`src/rtl/i2cs_pkg.sv`:
```
package i2cs_pkg;
    localparam int PTR_W  = 8;
    localparam int DATA_W = 8;

    typedef enum logic [2:0] {
        ST_IDLE,
        ST_ADDR,
        ST_ADDR_ACK,
        ST_RX,
        ST_RX_ACK,
        ST_TX,
        ST_TX_ACK
    } st_e;

    typedef struct packed {
        st_e               st;
        logic [3:0]        bits;
        logic [DATA_W-1:0] sh;
        logic [PTR_W-1:0]  ptr;
        logic              rw;
        logic              first;
        logic              oe;
        logic              stb;
        logic [PTR_W-1:0]  waddr;
        logic [DATA_W-1:0] wdata;
    } ctrl_s;
endpackage

```
`src/rtl/i2cs_line_sync.sv`:
```
module i2cs_line_sync #(
    parameter int STAGES = 2
) (
    input  logic clk,
    input  logic rst_n,
    input  logic scl_in,
    input  logic sda_in,
    output logic scl_s,
    output logic sda_s,
    output logic scl_rise,
    output logic scl_fall,
    output logic start,
    output logic stop
);
    logic [STAGES-1:0] scl_sr_q, sda_sr_q;
    logic              scl_p_q, sda_p_q;

    always_ff @(posedge clk or negedge rst_n) begin
        if (!rst_n) begin
            scl_sr_q <= '1;
            sda_sr_q <= '1;
            scl_p_q  <= 1'b1;
            sda_p_q  <= 1'b1;
        end else begin
            scl_sr_q <= {scl_sr_q[STAGES-2:0], scl_in};
            sda_sr_q <= {sda_sr_q[STAGES-2:0], sda_in};
            scl_p_q  <= scl_sr_q[STAGES-1];
            sda_p_q  <= sda_sr_q[STAGES-1];
        end
    end

    assign scl_s    = scl_sr_q[STAGES-1];
    assign sda_s    = sda_sr_q[STAGES-1];
    assign scl_rise = scl_s & ~scl_p_q;
    assign scl_fall = ~scl_s & scl_p_q;
    assign start    = scl_s & scl_p_q & sda_p_q & ~sda_s;
    assign stop     = scl_s & scl_p_q & ~sda_p_q & sda_s;
endmodule

```
`src/rtl/i2cs_regfile.sv`:
```
module i2cs_regfile
    import i2cs_pkg::*;
#(
    parameter int NUM_REGS = 20
) (
    input  logic              clk,
    input  logic              rst_n,
    input  logic              wr_en,
    input  logic [PTR_W-1:0]  wr_addr,
    input  logic [DATA_W-1:0] wr_data,
    input  logic [PTR_W-1:0]  rd_addr,
    input  logic [DATA_W-1:0] status_in,
    output logic [DATA_W-1:0] rd_data
);
    localparam logic [PTR_W-1:0] TOP = PTR_W'(NUM_REGS);

    logic [NUM_REGS*DATA_W-1:0] flat;
    assign flat[DATA_W-1:0] = status_in;

    for (genvar g = 1; g < NUM_REGS; g++) begin : g_cell
        logic [DATA_W-1:0] r_q;
        always_ff @(posedge clk or negedge rst_n) begin
            if (!rst_n)
                r_q <= '0;
            else if (wr_en && wr_addr == PTR_W'(g))
                r_q <= wr_data;
        end
        assign flat[g*DATA_W +: DATA_W] = r_q;
    end

    always_comb begin
        rd_data = '0;
        for (int i = 0; i < NUM_REGS; i++)
            if (rd_addr == PTR_W'(i))
                rd_data = flat[i*DATA_W +: DATA_W];
    end

    // only writable locations may be strobed
    assert_wr_in_range_R9: assert property (@(posedge clk) disable iff (!rst_n)
        wr_en |-> (wr_addr != '0 && wr_addr < TOP));
endmodule

```
`src/rtl/i2cs_fsm.sv`:
```
module i2cs_fsm
    import i2cs_pkg::*;
#(
    parameter logic [6:0] DEV_ADDR = 7'h48,
    parameter int         NUM_REGS = 20
) (
    input  logic              clk,
    input  logic              rst_n,
    input  logic              scl_s,
    input  logic              sda_s,
    input  logic              scl_rise,
    input  logic              scl_fall,
    input  logic              start,
    input  logic              stop,
    input  logic [DATA_W-1:0] rd_data,
    output logic [PTR_W-1:0]  rd_addr,
    output logic              sda_oe,
    output logic              wr_stb,
    output logic [PTR_W-1:0]  wr_addr,
    output logic [DATA_W-1:0] wr_data
);
    localparam logic [PTR_W-1:0] TOP = PTR_W'(NUM_REGS);

    ctrl_s d, q;

    always_comb begin
        d       = q;
        d.stb   = 1'b0;
        rd_addr = (q.st == ST_TX_ACK) ? q.ptr + 1'b1 : q.ptr;
        if (stop) begin
            d.st   = ST_IDLE;
            d.ptr  = '0;
            d.oe   = 1'b0;
            d.bits = '0;
        end else if (start) begin
            d.st   = ST_ADDR;
            d.bits = '0;
            d.oe   = 1'b0;
        end else begin
            case (q.st)
                ST_ADDR, ST_RX: begin
                    if (scl_rise && q.bits < 4'd8) begin
                        d.sh   = {q.sh[DATA_W-2:0], sda_s};
                        d.bits = q.bits + 1'b1;
                    end else if (scl_fall && q.bits == 4'd8) begin
                        if (q.st == ST_ADDR) begin
                            if (q.sh[7:1] == DEV_ADDR) begin
                                d.st    = ST_ADDR_ACK;
                                d.oe    = 1'b1;
                                d.rw    = q.sh[0];
                                d.first = 1'b1;
                            end else begin
                                d.st = ST_IDLE;
                            end
                        end else begin
                            d.st = ST_RX_ACK;
                            d.oe = 1'b1;
                            if (q.first) begin
                                d.ptr   = q.sh;
                                d.first = 1'b0;
                            end else begin
                                d.ptr = q.ptr + 1'b1;
                                if (q.ptr != '0 && q.ptr < TOP) begin
                                    d.stb   = 1'b1;
                                    d.waddr = q.ptr;
                                    d.wdata = q.sh;
                                end
                            end
                        end
                    end
                end
                ST_ADDR_ACK: if (scl_fall) begin
                    d.bits = '0;
                    if (q.rw) begin
                        d.st = ST_TX;
                        d.sh = rd_data;
                        d.oe = ~rd_data[DATA_W-1];
                    end else begin
                        d.st = ST_RX;
                        d.oe = 1'b0;
                    end
                end
                ST_RX_ACK: if (scl_fall) begin
                    d.st   = ST_RX;
                    d.bits = '0;
                    d.oe   = 1'b0;
                end
                ST_TX: begin
                    if (scl_rise) begin
                        d.bits = q.bits + 1'b1;
                    end else if (scl_fall) begin
                        if (q.bits == 4'd8) begin
                            d.st = ST_TX_ACK;
                            d.oe = 1'b0;
                        end else begin
                            d.sh = {q.sh[DATA_W-2:0], 1'b0};
                            d.oe = ~q.sh[DATA_W-2];
                        end
                    end
                end
                ST_TX_ACK: begin
                    if (scl_rise && sda_s) begin
                        d.st = ST_IDLE;
                    end else if (scl_fall) begin
                        d.ptr  = q.ptr + 1'b1;
                        d.sh   = rd_data;
                        d.oe   = ~rd_data[DATA_W-1];
                        d.bits = '0;
                        d.st   = ST_TX;
                    end
                end
                default: d.st = ST_IDLE;
            endcase
        end
    end

    always_ff @(posedge clk or negedge rst_n) begin
        if (!rst_n) begin
            q <= '{st: ST_IDLE, bits: '0, sh: '0, ptr: '0, rw: 1'b0, first: 1'b0,
                   oe: 1'b0, stb: 1'b0, waddr: '0, wdata: '0};
        end else begin
            q <= d;
        end
    end

    assign sda_oe  = q.oe;
    assign wr_stb  = q.stb;
    assign wr_addr = q.waddr;
    assign wr_data = q.wdata;

    assert_oe_scl_low_R11: assert property (@(posedge clk) disable iff (!rst_n)
        !$stable(q.oe) |-> !scl_s);
    assert_stop_clears_ptr_R6: assert property (@(posedge clk) disable iff (!rst_n)
        stop |=> (q.ptr == '0 && q.st == ST_IDLE));
    assert_start_to_addr_R1: assert property (@(posedge clk) disable iff (!rst_n)
        (start && !stop) |=> q.st == ST_ADDR);
    assert_nack_keeps_ptr_R5: assert property (@(posedge clk) disable iff (!rst_n)
        (q.st == ST_TX_ACK && scl_rise && sda_s && !start && !stop)
            |=> ($stable(q.ptr) && q.st == ST_IDLE));
    assert_stb_single_R10: assert property (@(posedge clk) disable iff (!rst_n)
        q.stb |=> !q.stb);
endmodule

```
`src/rtl/i2c_ptr_slave.sv`:
```
module i2c_ptr_slave
    import i2cs_pkg::*;
#(
    parameter logic [6:0] DEV_ADDR    = 7'h48,
    parameter int         NUM_REGS    = 20,
    parameter int         SYNC_STAGES = 2
) (
    input  logic              clk,
    input  logic              rst_n,
    input  logic              scl_in,
    input  logic              sda_in,
    output logic              sda_oe,
    input  logic [DATA_W-1:0] status_in,
    output logic              wr_stb,
    output logic [PTR_W-1:0]  wr_addr,
    output logic [DATA_W-1:0] wr_data
);
    logic scl_s, sda_s, scl_rise, scl_fall, start, stop;
    logic [PTR_W-1:0]  rd_addr;
    logic [DATA_W-1:0] rd_data;

    i2cs_line_sync #(.STAGES(SYNC_STAGES)) u_sync (
        .clk(clk), .rst_n(rst_n), .scl_in(scl_in), .sda_in(sda_in),
        .scl_s(scl_s), .sda_s(sda_s), .scl_rise(scl_rise), .scl_fall(scl_fall),
        .start(start), .stop(stop)
    );

    i2cs_fsm #(.DEV_ADDR(DEV_ADDR), .NUM_REGS(NUM_REGS)) u_fsm (
        .clk(clk), .rst_n(rst_n), .scl_s(scl_s), .sda_s(sda_s),
        .scl_rise(scl_rise), .scl_fall(scl_fall), .start(start), .stop(stop),
        .rd_data(rd_data), .rd_addr(rd_addr), .sda_oe(sda_oe),
        .wr_stb(wr_stb), .wr_addr(wr_addr), .wr_data(wr_data)
    );

    i2cs_regfile #(.NUM_REGS(NUM_REGS)) u_regs (
        .clk(clk), .rst_n(rst_n), .wr_en(wr_stb), .wr_addr(wr_addr),
        .wr_data(wr_data), .rd_addr(rd_addr), .status_in(status_in),
        .rd_data(rd_data)
    );
endmodule

```
`config.mk`:
```
export PLATFORM = sky130hd
export DESIGN_NAME = i2c_ptr_slave
export DESIGN_NICKNAME = d
export VERILOG_FILES = /design/src/rtl/i2cs_pkg.sv /design/src/rtl/i2cs_line_sync.sv /design/src/rtl/i2cs_regfile.sv /design/src/rtl/i2cs_fsm.sv /design/src/rtl/i2c_ptr_slave.sv
export SDC_FILE = /design/constraint.sdc
export NUM_CORES = 1
export LEC_CHECK = 0
export BUFFER_PORTS_ARGS = -buffer_cell sky130_fd_sc_hd__buf_2
export CORE_MARGIN = 4
export CORE_UTILIZATION = 55
export CTS_CLUSTER_DIAMETER = 120
export DETAILED_ROUTE_END_ITERATION = 8
export PLACE_DENSITY = 0.71
export SYNTH_ARGS = -nofsm -noshare
export SYNTH_HDL_FRONTEND = slang
export SYNTH_HIERARCHICAL = 1
export SYNTH_SLANG_ARGS = --single-unit
```
`constraint.sdc`:
```
create_clock -name clk -period 3.3 [get_ports clk]
set_clock_uncertainty 0.05 [all_clocks]
set_input_delay 0.165 -clock clk [delete_from_list [all_inputs] [get_ports clk]]
set_output_delay 0.165 -clock clk [all_outputs]
set_load 0.1 [all_outputs]
```
After elaboration in Yosys (flattened, before gate mapping)
Cells that the tools add are included.
{"block": "word_totals", "reg_bits": 201, "in_bits": 12, "out_inout_bits": 18, "wordCells": 239}
{"block": "classes", "add_sub_neg": 2, "n_lt_le_gt_ge": 2, "n_eq_ne": 74, "n_mux": 73, "bitwise": 18, "reduce_logical": 37}
{"operator": "two-way mux 8 bit", "n": 28}
{"operator": "== test 8 x 4 -> 1 bit (second input constant)", "n": 16}
{"operator": "two-way mux 17 bit", "n": 6}
{"operator": "== test 8 x 3 -> 1 bit (second input constant)", "n": 8}
{"operator": "== test 8 x 5 -> 1 bit (second input constant)", "n": 8}
{"operator": "two-way mux 28 bit", "n": 2}
{"operator": "== test 8 x 2 -> 1 bit (second input constant)", "n": 4}
{"operator": "!= test 4 x 3 -> 1 bit (second input constant)", "n": 8}
{"operator": "one-hot mux 8 bit (4 select lines)", "n": 1}
{"operator": "two-way mux 3 bit", "n": 9}
{"operator": "logical AND 1 bit", "n": 23}
{"operator": "two-way mux 23 bit", "n": 1}
{"operator": "two-way mux 7 bit", "n": 3}
{"operator": "AND reduction 7 bit", "n": 3}
{"operator": "two-way mux 20 bit", "n": 1}
{"operator": "one-hot mux 4 bit (5 select lines)", "n": 1}
{"operator": "== test 8 x 1 -> 1 bit (second input constant)", "n": 2}
{"operator": "one-hot mux 8 bit (2 select lines)", "n": 1}
{"operator": "AND reduction 8 bit", "n": 2}
{"operator": "two-way mux 15 bit", "n": 1}
{"operator": "one-hot mux 3 bit (5 select lines)", "n": 1}
{"operator": "two-way mux 12 bit", "n": 1}
{"operator": "!= test 2 x 1 -> 1 bit (second input constant)", "n": 6}
{"operator": "!= test 4 bit (second input constant)", "n": 3}
{"operator": "other kinds (30)", "n": 67}

Longest topological paths before layout
Gate-level depths: netlist (run 1).
{"block": "depth", "word_depth": 29, "mapped_depth": 18, "mapped_depth_nobuf": 15}

Cells and area by module
The synthesis (run 1) kept the hierarchy.
{"module": "i2cs_regfile", "instances": 1, "cells_per_inst": 630, "area_per_inst_um2": 7753.7, "seq_area_each_um2": 3803.6}
{"module": "i2cs_fsm", "instances": 1, "cells_per_inst": 289, "area_per_inst_um2": 2790.2, "seq_area_each_um2": 1076.0}
{"module": "i2cs_line_sync", "instances": 1, "cells_per_inst": 10, "area_per_inst_um2": 190.2, "seq_area_each_um2": 157.7}

Least setup slack after synthesis (run 1)
No wires, ideal clock.
{"block": "synth_path", "path_type": "reg2reg", "start": "register u_fsm/q[42] (netlist bit)", "end": "register u_fsm.q (netlist bit u_fsm/sda_oe)", "setup_ns": 0.125, "arrival_time_ns": 3.211, "required_time_ns": 3.125, "slack_ns": -0.087, "stages_incl_launch_ff": 18, "path_buffers": 4, "period_less_slack_ns": 3.387, "cell_sequence": "dfrtp_1 > clkbuf_1 > nand3b_1 > clkbuf_1 > nor2_1 > xor2_1 > nor2b_1 > clkbuf_1 > nand2_1 > buf_2 > o31ai_1 > o221ai_1 > a31oi_1 > o21bai_1 > a21oi_1 > a21oi_1 > nor4_1 > mux2_2"}
{"block": "synth_between", "elab_chain_len": 29, "elab_cells_between_ends": 70, "cone_classes": "eq/ne: 34; mux: 31; bitwise: 1; reduce/logical: 4"}
{"element": "start, declared", "line": "i2cs_fsm.sv:24", "source": "ctrl_s d, q;"}
{"element": "start signal, assigned", "line": "i2cs_fsm.sv:119", "source": "q <= '{st: ST_IDLE, bits: '0, sh: '0, ptr: '0, rw: 1'b0, first: 1'b0,"}
{"element": "== test 3 bit *", "line": "i2cs_fsm.sv:29", "source": "rd_addr = (q.st == ST_TX_ACK) ? q.ptr + 1'b1 : q.ptr;"}
{"element": "two-way mux 8 bit *", "line": "i2cs_fsm.sv:29"}
{"element": "named net rd_addr[3]", "line": "i2c_ptr_slave.sv:19", "source": "logic [PTR_W-1:0] rd_addr;"}
{"element": "zero test 8 bit", "line": "i2cs_regfile.sv:34", "source": "if (rd_addr == PTR_W'(i))"}
{"element": "two-way mux 8 bit (19 in series)", "line": "i2cs_regfile.sv:34"}
{"element": "two-way mux 8 bit *", "line": "i2cs_regfile.sv:34"}
{"element": "named net rd_data[7]", "line": "i2c_ptr_slave.sv:20", "source": "logic [DATA_W-1:0] rd_data;"}
{"element": "inverter 1 bit *", "line": "i2cs_fsm.sv:77, i2cs_fsm.sv:107"}
{"element": "two-way mux 1 bit (on tied branches)", "line": "i2cs_fsm.sv:104, i2cs_fsm.sv:74"}
{"element": "two-way mux 1 bit (on tied branches)", "line": "i2cs_fsm.sv:102, i2cs_fsm.sv:72"}
{"element": "one-hot mux 1 bit (5 select lines) *", "line": "i2cs_fsm.sv:40", "source": "case (q.st)"}
{"element": "two-way mux 1 bit *", "line": "i2cs_fsm.sv:35", "source": "end else if (start) begin"}
{"element": "two-way mux 1 bit *", "line": "i2cs_fsm.sv:30", "source": "if (stop) begin"}
The timed path passes the listed nets; every way through them passes the cells marked *. The select of a mux whose other input is x is not followed.
A chain may end at the register's enable or synchronous reset.

Worst setup path in the final report (run 1)
{"block": "layout_path", "start": "register u_fsm/q[41] (netlist bit)", "end": "register u_fsm.q (netlist bit u_fsm/sda_oe)"}
The elaborated chain is that of the path after synthesis.

==> flow_metrics.env, run 1 <==
export IMPL_cp_max_fo=6
export IMPL_crit_cells=15
export IMPL_path_cells="nor2b_4 -> and2_4 -> buf_4 -> o21ai_4 -> buf_8 -> mux2_2 -> nand4_1 -> o31ai_2 -> o221ai_2 -> a31oi_2 -> o21bai_1 -> a21oi_1 -> a21oi_1 -> nor4_1 -> mux2_4"
export IMPL_power_leakage_nw=6.13
export IMPL_hp_class="primary input to async pin"
export IMPL_fin_crit_ns=3.29
export IMPL_cts_tree="done"
export IMPL_post_route_period_util=0.996
export IMPL_synth_top_area_frac=0.455
export IMPL_place_inst=1209
export IMPL_cp_data_arrival_time_ns=3.68
export IMPL_cp_start_kind="register"
export IMPL_grt_first_pass_wirelength_um=45400
export IMPL_hold_slack_ns=0.244
export IMPL_dpl_hpwl_um=19800
export IMPL_synth_area_per_cell_um2=11.6
export IMPL_ant_nets=0
export IMPL_cp_required_ns=3.70
export IMPL_synth_edf_count=0
export IMPL_ys_seq_area_frac=0.469
export IMPL_post_route_util=0.680
export IMPL_drtIter0Drc=829
export IMPL_routedWlPerCell_um=22.9
export IMPL_yosysWarnings=6
export IMPL_clkTransAtPathRegs_ns=0.06
export IMPL_ir_drop_mv=0.436
export IMPL_core_mm2=0.0190
export IMPL_power_density_mw_per_mm2=706
export IMPL_ys_top_cells_by_count="dfrtp_1, mux2_2, nand2_1, a21oi_1, nor2_1"
export IMPL_place_gp_congestion=0.966
export IMPL_drc=0
export IMPL_slowest_delay_ns=0.40
export IMPL_n_antenna_cell=0
export IMPL_synth_seq_cells=201
export IMPL_max_freq_mhz=304
export IMPL_hold_viol=0
export IMPL_cp_end_kind="register"
export IMPL_area_growth_pct=20.1
export IMPL_stdcell_count=1304
export IMPL_vias_per_cell=6.22
export IMPL_fp_row_count=50
export IMPL_grt_antenna_before_repair=0
export IMPL_track_usage=0.264
export IMPL_r2r_cells=15
export IMPL_cp_top_family="compound AO/OA/AOI/OAI gates"
export IMPL_pin_count=30
export IMPL_vias=8114
export IMPL_first_pass_iters=5
export IMPL_outcome="finished clean"
export IMPL_critPathSlowestCell="dfrtp_1"
export IMPL_yosys_top_cells_area="dfrtp_1, mux2_2, mux2i_1, a21oi_1, mux2_4"
export IMPL_synth_area_leader_cell="dfrtp_1"
export IMPL_wl_um=29900
export IMPL_dp_worst_setup_slack_ns=-0.0697
export IMPL_root_buffer="clkbuf_16"
export IMPL_io_buffers=29
export IMPL_cts_path_max_buffers=3
export IMPL_slew_headroom=0.377
export IMPL_yosysMostFrequentCell="dfrtp_1"
export IMPL_critical_path_class="register to register"
export IMPL_initial_core_util=0.566
export IMPL_finalSetupViolCount=0
export IMPL_grt_pass1_vias=7763
export IMPL_syn_area_mm2=0.0107
export IMPL_h_tree_depth=1
export IMPL_yosys_most_used_dff="dfrtp_1"
export IMPL_nets=1045
export IMPL_netlist_instances=929
export IMPL_rrSetupSlack_ns=0.01
export IMPL_cts_buffers=22
export IMPL_clk_latency_ns=0.51
export IMPL_ys_async_sr_fraction=1.00
export IMPL_ys_types=76
export IMPL_syn_num_nets=945
export IMPL_grt_max_degree=98
export IMPL_slew_viol_final=0
export IMPL_gr_total_overflow=0
export IMPL_worst_slew_pin_slew_ns=0.935
export IMPL_rsz0062_at_grt="yes"
export IMPL_fp_dieH_um=148
export IMPL_die_w_um=148
export IMPL_worst_path_buf_inv=2
export IMPL_clkSinkCount=201
export IMPL_setup_ws_ns=0.0142
export IMPL_power_total_mw=9.10
export IMPL_max_cap_viol_count=0
export IMPL_worst_path_most_repeated_cell="a21oi_1"
export IMPL_drive_above_1_share=0.441
export IMPL_design_die_area_mm2=0.0218
==> worst reg2reg max path, delay by kind of cell (launching register included) <==
family	cells	cell delay, ns
buf+inv	2	0.34
flops	1	0.40
mux	2	0.55
compound gates	7	1.21
simple gates	4	0.69
==> power by group <==
part | total [mW] | leakage [nW] | internal, mW | switching (mW)
combinational | 3.79 | 3.01 | 1.72 | 2.07
sequential | 2.85 | 2.75 | 2.60 | 0.248
clock | 2.46 | 0.362 | 1.47 | 0.989
==> layer usage <==
layer  GRT usage  part of all wire  vias to the layer above
met5           0                 0                        -
met4      0.0666             0.028                        0
met3      0.0460             0.074                       64
met2       0.407              0.46                      333
met1       0.390              0.44                     4106
li1            -                 -                     3611
==> placed cells by master, fill, tap and decap left out, types with 17 or more instances in the layout <==
master	synthesis	layout
clkbuf_16	0	24
buf_4	16	109
a21oi_1	43	41
nor2_1	39	35
mux2_4	14	17
nand3_1	24	22
nand2_1	53	51
mux2_2	177	174
o21ai_0	29	26
dfrtp_1	195	192
buf_2	24	28
mux2i_1	23	22
==> cells by family after synthesis <==
family	count (synthesis)	synth area share
simple gates	234	0.131
mux	223	0.245
flops	201	0.469
compound gates	163	0.100
buf+inv	95	0.0430
xor+xnor	9	0.00734
fa+ha+maj	4	0.00466
==> worst paths after layout <==
kind	from	to
min in group clk	sda_in	u_sync/sda_sr_q[0]
max reg2reg	u_fsm/q[41]	u_fsm/sda_oe
min	rst_n	u_regs/g_cell[11].r_q[1]
max in group asynchronous	rst_n	u_fsm/q[32]
max	u_fsm/q[41]	u_fsm/sda_oe
min reg2reg	u_sync/sda_sr_q[0]	u_sync/sda_sr_q[1]
==> flip-flops by register name (all words and copies together) (netlist names) <==
name	flops
u_regs/g_cell.r_q	152
u_fsm/q	25
u_fsm/wr_addr	8
u_fsm/wr_data	8
u_sync/scl_sr_q	2
u_sync/sda_sr_q	2
u_fsm/sda_oe	1
u_fsm/wr_stb	1
u_sync/scl_p_q	1
u_sync/sda_p_q	1
==> cell type report <==
class                           count  area (µm²)
Clock buffer                       37         718
Clock inverter                      2        10.0
Fill cell                        1391        6070
Inverter                           11        41.3
Multi-Input combinational cell    635        5490
Sequential cell                   201        5040
Tap cell                          260         325
Timing Repair Buffer              158        1260
==> through the flow <==
| step | TNS [ns] | instance area, µm² |
|---|---|---|
| floorplan | 0 | 10700 |
| global placement | -0.0252 | 11400 |
| detailed placement | -0.148 | 11400 |
| CTS | 0 | 12200 |
| global route | -0.186 | 12900 |
| finish | 0 | 12900 |
==> timing repair <==
item	4_1_cts	5_1_grt
endpoints found under the hold margin	90	0
gates resized for setup	6	59
endpoints found under the setup margin	5	9
setup buffers	1	49
gates cloned	0	3
hold buffers	3	0
pin swaps	0	25
Power figures use the tool's default switching activity.
==> run 2, diff against run 1 <==
- SYNTH_HIERARCHICAL: 1 -> not set
==> run 2 against run 1 <==
Against the previous run: flip-flop and latch count is the same; worst setup slack improved by 0.20 ns; total power decreased by 29%; combinational power is 69% lower; clock-buffer cell count down 9; via count rose by 4.0%; hold slack worse by 0.12 ns; sequential power down 7%; die area shrank 0.68%; global-route usage grew 2.2 points; clock power grew 7%; area after synthesis is 0.72% lower.
==> flow_metrics.env, run 2 <==
export IMPL_syn_area_mm2=0.0107
export IMPL_layout_common_cells="dfrtp_1, mux2_2, nand2_1, buf_4, nor2_1"
export IMPL_cts_buffers=22
export IMPL_core_mm2=0.0189
export IMPL_cts_tree="done"
export IMPL_slew_viol_final=0
export IMPL_netlist_instances=989
export IMPL_ir_drop_mv=0.460
export IMPL_grt_max_degree=72
export IMPL_slowest_delay_ns=0.70
export IMPL_cp_required_ns=3.64
export IMPL_yosysMostFrequentCell="dfrtp_1"
export IMPL_max_freq_mhz=324
export IMPL_worst_slew_pin_slew_ns=0.918
export IMPL_r2r_start="u_fsm.q[21]"
export IMPL_vias=8442
export IMPL_yosys_top_cells_area="dfrtp_1, mux2_2, nand2_1, clkbuf_1, a21oi_1"
export IMPL_synth_area_per_cell_um2=10.8
export IMPL_ys_async_sr_fraction=1.00
export IMPL_drtIter0Drc=867
export IMPL_drc=0
export IMPL_vias_per_cell=6.54
export IMPL_hold_slack_ns=0.129
export IMPL_post_route_util=0.635
export IMPL_track_usage=0.286
export IMPL_cp_max_fo=9
export IMPL_final_common_cell="dfrtp_1"
export IMPL_cp_start_kind="register"
export IMPL_cp_data_arrival_time_ns=3.42
export IMPL_synth_area_leader_cell="dfrtp_1"
export IMPL_grt_antenna_before_repair=0
export IMPL_clkTransAtPathRegs_ns=0.06
export IMPL_ys_types=87
export IMPL_grt_pass1_vias=8512
export IMPL_startpoint="u_fsm.q[21]"
export IMPL_critPathSlowestCell="nor4_2"
export IMPL_reg_top3="u_regs.g_cell.r_q (152), u_fsm.q (25)"
export IMPL_first_pass_iters=8
export IMPL_io_buffers=29
export IMPL_outcome="finished clean"
export IMPL_max_cap_viol_count=0
export IMPL_worst_path_buf_inv=0
export IMPL_die_w_um=147
export IMPL_drive_above_1_share=0.301
export IMPL_regMostFlops="u_regs.g_cell.r_q"
export IMPL_finalSetupViolCount=0
export IMPL_slew_headroom=0.388
export IMPL_h_tree_depth=1
export IMPL_ys_top_cells_by_count="dfrtp_1, mux2_2, nand2_1, clkbuf_1, nor2_1"
export IMPL_ant_nets=0
export IMPL_power_density_mw_per_mm2=540
export IMPL_critical_path_class="register to register"
export IMPL_area_growth_pct=12.6
export IMPL_tns_ns=0
export IMPL_place_area_mm2=0.0112
export IMPL_fp_dieH_um=147
export IMPL_gr_total_overflow=0
export IMPL_hold_viol=0
export IMPL_nets=1032
export IMPL_hp_class="primary input to async pin"
export IMPL_clkSinkCount=201
export IMPL_n_antenna_cell=0
export IMPL_clk_latency_ns=0.52
export IMPL_cts_path_max_buffers=3
export IMPL_dpl_hpwl_um=21500
export IMPL_fin_area_mm2=0.0120
export IMPL_largest_register_ffs=152
export IMPL_grt_first_pass_wirelength_um=49000
export IMPL_yosys_most_used_dff="dfrtp_1"
export IMPL_initial_core_util=0.564
export IMPL_root_buffer="clkbuf_16"
export IMPL_fillers=1523
export IMPL_post_route_period_util=0.934
export IMPL_fp_row_count=50
export IMPL_syn_num_nets=1005
export IMPL_cp_end_kind="register"
export IMPL_cp_top_family="simple AND/OR/NAND/NOR gates"
export IMPL_ys_seq_area_frac=0.473
export IMPL_routedWlPerCell_um=23.8
export IMPL_design_die_area_mm2=0.0217
export IMPL_pin_count=30
export IMPL_cts_setup_buffers=0
export IMPL_synth_edf_count=0
export IMPL_synth_top_area_frac=0.458
export IMPL_fin_crit_ns=3.08
export IMPL_synth_seq_cells=201
export IMPL_place_gp_congestion=0.954
export IMPL_yosysWarnings=0
export IMPL_wl_um=30700
export IMPL_rsz0062_at_grt="no"
export IMPL_power_leakage_nw=5.61
export IMPL_path_cells="ha_1 -> nand4b_2 -> or4_1 -> and3_4 -> nor4_2 -> a21oi_1 -> o211ai_1 -> a41o_1 -> o31ai_1"
==> run 2: area by class of cell <==
type	count	area (µm²)	area share
multi-input combinational	695	5190	0.432
inverter	9	33.8	0.00282
timing repair buffer	87	634	0.0529
tap	260	325	0.0271
clock inverter	10	169	0.0141
sequential	201	5040	0.420
clock buffer	28	613	0.0511
==> run 2: worst register-to-register path, cell delays in order, from the launching register on <==
cell and delay [ns]:
dfrtp_1 0.39, ha_1 0.22, nand4b_2 0.18, or4_1 0.56, and3_4 0.25, nor4_2 0.71, a21oi_1 0.10, o211ai_1 0.21
a41o_1 0.24, o31ai_1 0.06
==> run 2: what timing repair did <==
item	4_1_cts	5_1_grt
resized for setup	0	3
hold buffers	3	0
setup endpoints to repair	0	3
endpoints found under the hold margin	63	0
==> run 2: power breakdown <==
part           switching [mW]  internal (mW)  total [mW]
combinational           0.741          0.430        1.17
sequential              0.124           2.54        2.66
clock                    1.02           1.63        2.64
total                    1.88           4.60        6.48
==> run 2: cell families after synthesis <==
family	share of synthesized area
AO/OA/AOI/OAI	0.162
adder cells (fa/ha/maj)	0.00470
flip-flops	0.473
XOR/XNOR	0.00822
buffers and inverters	0.0430
multiplexers	0.175
AND/OR/NAND/NOR	0.134
==> run 2: worst paths after layout <==
check	endpoint	slack [ns]	cells after the start
max	u_fsm.sda_oe	0.22	9
min	u_regs.g_cell[15].r_q[6]	0.13	2
max reg2reg	u_fsm.sda_oe	0.22	9
min reg2reg	u_sync.sda_sr_q[1]	0.31	0
max in group asynchronous	u_sync.sda_p_q	2.28	3
min in group clk	u_sync.sda_sr_q[0]	0.25	2
==> run 2: routing by layer <==
metal  track usage  vias to the layer above  share of wire
met3        0.0503                       98          0.073
met1         0.398                     4225           0.42
met4         0.124                        0          0.050
met5             0                        -              0
li1              -                     3731              -
met2         0.443                      388           0.45
==> run 2: through the flow <==
| stage | total power, mW | instances | worst slack [ns] |
|---|---|---|---|
| floorplan | 3.34 | 989 | 0.0231 |
| global placement | 3.84 | 1249 | 0.255 |
| detailed placement | 3.84 | 1249 | 0.211 |
| CTS | 6.49 | 1290 | 0.177 |
| global route | 6.72 | 1290 | 0.0351 |
| finish | 6.48 | 1290 | 0.218 |
==> run 3, diff against run 2 <==
- CELL_PAD_IN_SITES_DETAIL_PLACEMENT: not set -> 0
- CELL_PAD_IN_SITES_GLOBAL_PLACEMENT: not set -> 1
- CORE_UTILIZATION: 55 -> 46
- PLACE_DENSITY: 0.71 -> 0.74
==> run 3 against run 2 <==
Against the previous run: combinational power is essentially flat; critical path depth is the same; flip-flop and latch count is the same; routed wire length grew 3.6%; via count shrank 1.4%; core utilization shrank 10 points; global-route usage shrank 3.9 points; sequential share of layout area shrank 0.38 points; critical endpoint is now u_fsm.q[28]; hold slack gained 0.068 ns; die area grew 18%; clock power grew 3%; maximum frequency grew 0.74%; largest cell class unchanged.
==> flow_metrics.env, run 3 (same netlist as run 2, synthesis figures left out) <==
export IMPL_outcome="finished clean"
export IMPL_cp_max_fo=9
export IMPL_power_total_mw=6.58
export IMPL_post_route_period_util=0.927
export IMPL_hold_viol=0
export IMPL_wl_um=31800
export IMPL_cts_path_max_buffers=3
export IMPL_cts_tree="done"
export IMPL_intPower_mw=4.63
export IMPL_rsz0062_at_grt="no"
export IMPL_clk_latency_ns=0.53
export IMPL_grt_antenna_before_repair=0
export IMPL_die_w_um=160
export IMPL_power_density_mw_per_mm2=543
export IMPL_grt_max_degree=95
export IMPL_first_pass_iters=5
export IMPL_cp_data_arrival_time_ns=3.42
export IMPL_nets=1038
export IMPL_ir_drop_mv=0.375
export IMPL_hp_class="primary input to async pin"
export IMPL_critical_path_class="register to register"
export IMPL_regMostFlops="u_regs.g_cell.r_q"
export IMPL_combPwrFrac=0.178
export IMPL_tns_ns=0
export IMPL_fin_crit_ns=3.06
export IMPL_vias_per_cell=6.28
export IMPL_io_buffers=29
export IMPL_finalSetupViolCount=0
export IMPL_drtIter0Drc=678
export IMPL_hold_slack_ns=0.198
export IMPL_core_mm2=0.0227
export IMPL_grt_first_pass_wirelength_um=50100
export IMPL_cp_required_ns=3.66
export IMPL_drive_above_1_share=0.306
export IMPL_track_usage=0.247
export IMPL_switching_share=0.296
export IMPL_cp_start_kind="register"
export IMPL_initial_core_util=0.469
export IMPL_worst_slew_pin_slew_ns=1.02
export IMPL_power_leakage_nw=5.65
export IMPL_vias=8321
export IMPL_ant_nets=0
export IMPL_fp_row_count=55
export IMPL_power_frac_clock=0.415
export IMPL_slew_viol_final=0
export IMPL_seqPwrFrac=0.407
export IMPL_reg_top3="u_regs.g_cell.r_q (152), u_fsm.q (25)"
export IMPL_slew_headroom=0.313
export IMPL_clkSinkCount=201
export IMPL_n_antenna_cell=0
export IMPL_rrSetupSlack_ns=0.24
export IMPL_dpl_hpwl_um=22600
export IMPL_p_sw_mw=1.95
export IMPL_cts_buffers=24
export IMPL_root_buffer="clkbuf_16"
export IMPL_max_cap_viol_count=0
export IMPL_place_gp_congestion=0.944
export IMPL_h_tree_depth=1
export IMPL_post_route_util=0.533
export IMPL_r2r_start="u_fsm.q[21]"
export IMPL_max_freq_mhz=327
export IMPL_area_growth_pct=13.6
export IMPL_largest_register_ffs=152
export IMPL_dp_worst_setup_slack_ns=0.254
export IMPL_grt_pass1_vias=8226
export IMPL_drc=0
export IMPL_rr_endpoint="u_fsm.q[28]"
export IMPL_clkTransAtPathRegs_ns=0.06
export IMPL_pin_count=30
export IMPL_r2r_cells=9
export IMPL_setup_ws_ns=0.240
export IMPL_final_common_cell="dfrtp_1"
export IMPL_layout_common_cells="dfrtp_1, mux2_2, nand2_1, buf_4, nor2_1"
export IMPL_cp_end_kind="register"
export IMPL_design_die_area_mm2=0.0257
export IMPL_gr_total_overflow=0
export IMPL_fp_dieH_um=160
export IMPL_routedWlPerCell_um=24.0
-- run 3: changes by cell type in the layout (fill, tap and decap cells not counted), sizes merged --
cell      delta
clkbuf       +6
buf          +4
bufinv       -2
clkinvlp     +2
clkinv       -1
inv          +1
-- run 3: worst max path at each step --
stage	startpoint	end	slack, ns
floorplan	u_fsm.q[20]	u_fsm.q[28]	0.02
global placement	u_fsm.q[20]	u_fsm.q[28]	0.25
detailed placement	u_fsm.q[20]	u_fsm.q[28]	0.25
CTS	u_fsm.q[20]	u_fsm.q[28]	0.25
global route	u_fsm.q[20]	u_fsm.q[30]	0.06
finish	u_fsm.q[21]	u_fsm.q[28]	0.24
-- run 3: metrics by stage --
| step | cells | cell area (µm²) |
|---|---|---|
| floorplan | 989 | 10700 |
| global placement | 1278 | 11200 |
| detailed placement | 1278 | 11200 |
| CTS | 1325 | 12100 |
| global route | 1325 | 12100 |
| finish | 1325 | 12100 |
-- run 3: power groups by stage --
stage	Clock (mW)	Combinational (mW)	Sequential (mW)
6_report	2.73	1.17	2.68
3_3_place_gp	0	1.16	2.71
2_1_floorplan	0	0.693	2.65
4_1_cts	2.77	1.16	2.67
3_5_place_dp	0	1.15	2.71
5_1_grt	2.88	1.28	2.68
-- run 3: worst max-delay path: stages, from the launching register on --
cell      delay (ns)
dfrtp_1         0.43
ha_1            0.24
nand4b_2        0.18
or4_1           0.56
and3_4          0.25
or2_1           0.35
nor3_4          0.44
nor2_1          0.11
a22oi_1         0.25
a21oi_1         0.10
-- run 3: cell type report --
class                      instances  area, µm²
inverter                           9       33.8
multi-input combinational        695       5190
timing repair buffer              91        664
clock inverter                    10        120
tap                              285        357
sequential                       201       5040
clock buffer                      34        708
fill                            2044      10600
-- run 3: routing by layer --
layer / up-vias / global-route usage / wire length, µm
met4: 0 / 0.0806 / 1110
li1: 3753 / - / -
met3: 61 / 0.0400 / 1800
met5: - / 0 / 0
met1: 4209 / 0.359 / 14400
met2: 298 / 0.378 / 14500
-- run 3: what timing repair did --
item                       4_1_cts  5_1_grt
hold buffers                     3        0
buffers inserted                 0        0
setup endpoints to repair        0        3
gates resized for setup          0        3
hold endpoints to repair        87        0
